## config.mk

```make
export PLATFORM = sky130hd
export DESIGN_NAME = internal_clock_select
export DESIGN_NICKNAME = d
export VERILOG_FILES = /design/src/rtl/clkps_pkg.sv /design/src/rtl/clkps_postscaler.sv /design/src/rtl/clkps_select_reg.sv /design/src/rtl/clkps_clock_mux.sv /design/src/rtl/internal_clock_select.sv
export SDC_FILE = /design/constraint.sdc
export NUM_CORES = 1
export LEC_CHECK = 0
export CAP_MARGIN = 20
export CORE_AREA = 2 2 39 41
export CTS_CLUSTER_SIZE = 30
export DETAILED_ROUTE_END_ITERATION = 10
export DIE_AREA = 0 0 41 43
export DONT_BUFFER_PORTS = 1
export HOLD_SLACK_MARGIN = 0.12
export SYNTH_ARGS = -nofsm -noshare
export SYNTH_HDL_FRONTEND = slang
export SYNTH_HIERARCHICAL = 1
export SYNTH_SLANG_ARGS = --single-unit
```

## constraint.sdc

```tcl
create_clock -name fast_clk -period 4.1 [get_ports fast_clk]
set_clock_uncertainty 0.05 [all_clocks]
set_input_delay 0.205 -clock fast_clk [delete_from_list [all_inputs] [get_ports fast_clk]]
set_output_delay 0.205 -clock fast_clk [all_outputs]
set_load 0.02 [all_outputs]
```

## src/rtl/clkps_pkg.sv

```systemverilog
package clkps_pkg;
    localparam int SEL_W     = 3;
    localparam int NUM_CODES = 2 ** SEL_W;
    localparam int STAGES    = NUM_CODES - 2;

    typedef logic [SEL_W-1:0]  sel_code_t;
    typedef logic [STAGES-1:0] ps_count_t;

    localparam sel_code_t SEL_RESET = sel_code_t'(NUM_CODES - 2);
    localparam sel_code_t SEL_SLOW  = '0;

    function automatic logic is_slow(input sel_code_t c);
        return c == SEL_SLOW;
    endfunction
endpackage

```

## src/rtl/clkps_postscaler.sv

```systemverilog
module clkps_postscaler
    import clkps_pkg::*;
(
    input  logic      clk,
    input  logic      rst,
    output ps_count_t taps
);
    ps_count_t cnt_q;

    always_ff @(posedge clk) begin
        if (rst) cnt_q <= '0;
        else     cnt_q <= cnt_q + 1'b1;
    end

    assign taps = cnt_q;


    count_step_chk: assert property (@(posedge clk) disable iff (rst)
        !$past(rst) |-> cnt_q == $past(cnt_q) + 1'b1);
endmodule

```

## src/rtl/clkps_select_reg.sv

```systemverilog
module clkps_select_reg
    import clkps_pkg::*;
(
    input  logic      clk,
    input  logic      rst,
    input  logic      wr_en,
    input  sel_code_t wr_code,
    output sel_code_t code,
    output logic      switch_req
);
    sel_code_t code_q;
    logic      req_q;

    always_ff @(posedge clk) begin
        if (rst) begin
            code_q <= SEL_RESET;
            req_q  <= 1'b0;
        end else begin
            req_q <= wr_en && (is_slow(wr_code) != is_slow(code_q));
            if (wr_en) code_q <= wr_code;
        end
    end

    assign code       = code_q;
    assign switch_req = req_q;


    reset_code_chk: assert property (@(posedge clk) disable iff (rst)
        $past(rst) |-> code_q == SEL_RESET);


    req_cause_chk: assert property (@(posedge clk) disable iff (rst)
        switch_req |-> $past(wr_en) && (is_slow($past(code_q)) != is_slow(code_q)));


    family_quiet_chk: assert property (@(posedge clk) disable iff (rst)
        (!$past(rst) && !is_slow($past(code_q)) && !is_slow(code_q)) |-> !switch_req);


    hold_chk: assert property (@(posedge clk) disable iff (rst)
        (!$past(rst) && !$past(wr_en)) |-> $stable(code_q));
endmodule

```

## src/rtl/clkps_clock_mux.sv

```systemverilog
module clkps_clock_mux
    import clkps_pkg::*;
(
    input  logic      fast_clk,
    input  logic      slow_clk,
    input  ps_count_t taps,
    input  sel_code_t code,
    output logic      clk_out
);
    logic [NUM_CODES-1:0] src;

    assign src[0]           = slow_clk;
    assign src[NUM_CODES-1] = fast_clk;

    for (genvar k = 1; k < NUM_CODES - 1; k++) begin : g_tap
        assign src[k] = taps[NUM_CODES-2-k];
    end

    assign clk_out = src[code];
endmodule

```

## src/rtl/internal_clock_select.sv

```systemverilog
module internal_clock_select
    import clkps_pkg::*;
(
    input  logic       fast_clk,
    input  logic       slow_clk,
    input  logic       rst,
    input  logic       wr_en,
    input  logic [2:0] wr_code,
    input  logic       int_src_sel,
    input  logic       lf_aux_req,
    output logic       switch_req,
    output logic       lf_osc_en,
    output logic       clk_out
);
    ps_count_t taps;
    sel_code_t code;

    clkps_postscaler u_ps (
        .clk  (fast_clk),
        .rst  (rst),
        .taps (taps)
    );

    clkps_select_reg u_sel (
        .clk        (fast_clk),
        .rst        (rst),
        .wr_en      (wr_en),
        .wr_code    (wr_code),
        .code       (code),
        .switch_req (switch_req)
    );

    clkps_clock_mux u_mux (
        .fast_clk (fast_clk),
        .slow_clk (slow_clk),
        .taps     (taps),
        .code     (code),
        .clk_out  (clk_out)
    );

    assign lf_osc_en = (is_slow(code) && int_src_sel) || lf_aux_req;


    lf_en_chk: assert property (@(posedge fast_clk) disable iff (rst)
        lf_aux_req |-> lf_osc_en);
endmodule

```

==> summary.md <==
| Metric | Value |
|---|---|
| Vias in the first global route | `roughly 370` |
| Via/cell ratio | `~5` |
| Max_cap viols | `0` |
| Final Net Count | `65` |
| Worst setup margin | `about 770 ps` |
| Final Hold Fails | `0` |
| Clock transition at the registers of the reported paths | `70 ps` |
| Antenna diodes | `0` |
| First drt pass iteration count | `4` |
| Yosys cell types | `21` |
| Top Ports | `12` |
| Crit-path cells | `clkbuf_4 -> clkbuf_4 -> mux4_1 -> mux2_2` |
| Rel. slew slack | `roughly 70%` |
| CP most frequent cell | `clkbuf_4` |
| Slew Viols, Final | `0` |
| Most frequent cells in the layout | `10 x dfxtp_1, 6 x clkbuf_4, 6 x dlygate4sd3_1, 6 x nor2_1, 3 x nor2b_1` |
| Sequential share of the synthesized area | `42.22%` |
| Residual DRC | `0` |
| Top cell family by delay on the critical path | `multiplexers` |
| Global-route wire length before repair | `between 1500 and 2000 µm` |
| GRT Util Overall | `around 16%` |
| Skew-Pair Late Insertion Delay | `between 300 and 400 ps` |
| Syn Area/Cell | `11.57 µm²` |
| Die Y | `roughly 43 µm` |
| Hold WC Path Type | `reg -> reg` |
| Min Hold Slack | `between 400 and 500 ps` |
| DRC marker count from the first detailed-route iteration | `8` |
| CP max stage cell | `mux4_1` |
| Wire per inst | `~13 µm` |
| Post-route cell area | `slightly above 600 µm²` |
| Arrival time at the worst endpoint | `just over 3000 ps` |
| # port buffers | `0` |
| # setup viols final | `0` |
| Mapped Nets | `just over 50` |
| Largest net degree at the start of global routing | `12` |
| Worst EP required | `3850 ps` |
| RSZ-0062 raised after global routing | `no` |
| Setup CP Type | `clk -> out` |
| Synth Instances | `41` |
| Maximum vdd ir drop | `~0.16 mV` |
| Synth warnings | `6` |
| Site row count | `14` |
| Gpl congestion | `~0.68` |
| Initial antenna violation count | `0` |
| Fin Setup TNS | `0 ps` |
| Placed instance area | `~500 µm²` |
| Die footprint | `between 1500 and 2000 µm²` |
| Core Area | `between 1000 and 1500 µm²` |
| CTS tree | `done` |
| Crit path buf inv count | `2` |
| Largest stage delay on the critical path | `around 460 ps` |
| Pre-CTS setup slack | `~1000 ps` |
| Worst Setup End Kind | `primary output` |
| Seq cells post-synth | `10` |
| Status | `complete, no violations` |
| Gates resized, CTS repair | `0` |
| Most common cell after layout, fill and taps aside | `dfxtp_1` |
| Lkg Pwr | `~0.24 nW` |
| Worst slew pin tran | `between 400 and 500 ps` |
| Power per cell area | `about 430 nW/µm²` |
| Worst setup SP type | `clock port` |
| Initial Util | `about a third` |
| Fill cells | `140` |
| DR vias | `around 350` |
| Ratio of cells with drive above 1 in the final layout | `between 20% and 30%` |
| Post-detailed-route count of antenna-violating nets | `0` |
| Area grow syn2layout | `29.29%` |
| Routed WL | `between 900 and 1000 µm` |
| Grt total ovfl | `0` |
| Core Util, Final | `~44%` |
| Final HPWL DP | `about 610 µm` |
| Netlist Area Pre-Place | `~470 µm²` |
| Die width | `41 µm` |
| Worst Path Max Fanout | `2` |
==> layer usage <==
metal | global-route usage [%] | routed length (µm)
met1 | 13.03 | 383
met2 | 19.06 | 461
met3 | 12.04 | 48
met4 | 25.33 | 22
met5 | 0 | 0
==> synthesized netlist by cell type <==
master    number  area share, %
mux2i_1        1            2.1
ha_1           1            2.6
nand3_1        1            1.1
nor4b_1        1            1.8
nor4_2         1            2.6
nand2b_1       1            1.3
xor2_1         2            3.7
nor2b_1        3            4.0
xnor2_1        2            3.7
a211o_1        1            1.8
dfxtp_1       10             42
mux4_1         2             11
nor3_2         2            4.2
nand3_2        1            2.1
nor2_1         6            4.7
a211o_2        1            2.1
nand2_1        1           0.79
mux2_2         1            2.4
o21bai_1       1            1.6
nor3b_2        1            2.6
or2_1          1            1.3
==> report_power, final <==
| group | internal, mW | total [mW] | switching (mW) |
|---|---|---|---|
| clock | 0.0900 | 0.139 | 0.0485 |
| sequential | 0.102 | 0.108 | 0.00582 |
| combinational | 0.0114 | 0.0192 | 0.00773 |
==> state kept, by name, indices dropped and copies added (netlist names) <==
name	flops
u_ps/taps	6
u_sel/switch_req	1
u_sel/code	3
==> final timing paths <==
check,endpoint,depth (start not counted),slack [ps],startpoint
worst max-delay path,clk_out,4,770,fast_clk
worst min-delay path,u_ps/taps[0],1,420,u_ps/taps[0]
worst max register to register,u_sel/switch_req,4,2590,u_sel/code[0]
worst min register to register,u_ps/taps[0],1,420,u_ps/taps[0]
==> logic make-up after synthesis <==
family,share of synthesized area [%]
and+or+nand+nor,26.65
DFF,42.22
xor gates and xnor gates,7.389
muxes,15.57
AOI/OAI and AO/OA,5.542
adders and majority gates,2.638
==> worst reg2reg max path: stages (launching register included) <==
cell and delay [ps]:
dfxtp_1 370, nor3_2 180, xnor2_1 160, nor3b_2 60, dlygate4sd3_1 570
==> cell type report <==
class                      instances  area [µm²]  share of cell area, %
multi-input combinational         31       274.0                  44.69
sequential                        10       200.2                  32.65
timing repair buffer               6       60.06                  9.796
clock buffer                       7       58.81                  9.592
tap                               16       20.02                  3.265
==> metrics by stage <==
stage | std cells | power [mW]
after global placement | 57 | 0.1294
after CTS | 70 | 0.2724
after global routing | 70 | 0.2863
after floorplan | 41 | 0.1276
after detailed placement | 57 | 0.1301
final | 70 | 0.2654
==> repair_timing <==
item / CTS / global route
setup buffers: 0 / 0
hold endpoints to repair: 10 / 0
hold buffers: 6 / 0
Note: power is estimated with default switching activity, not from simulation.
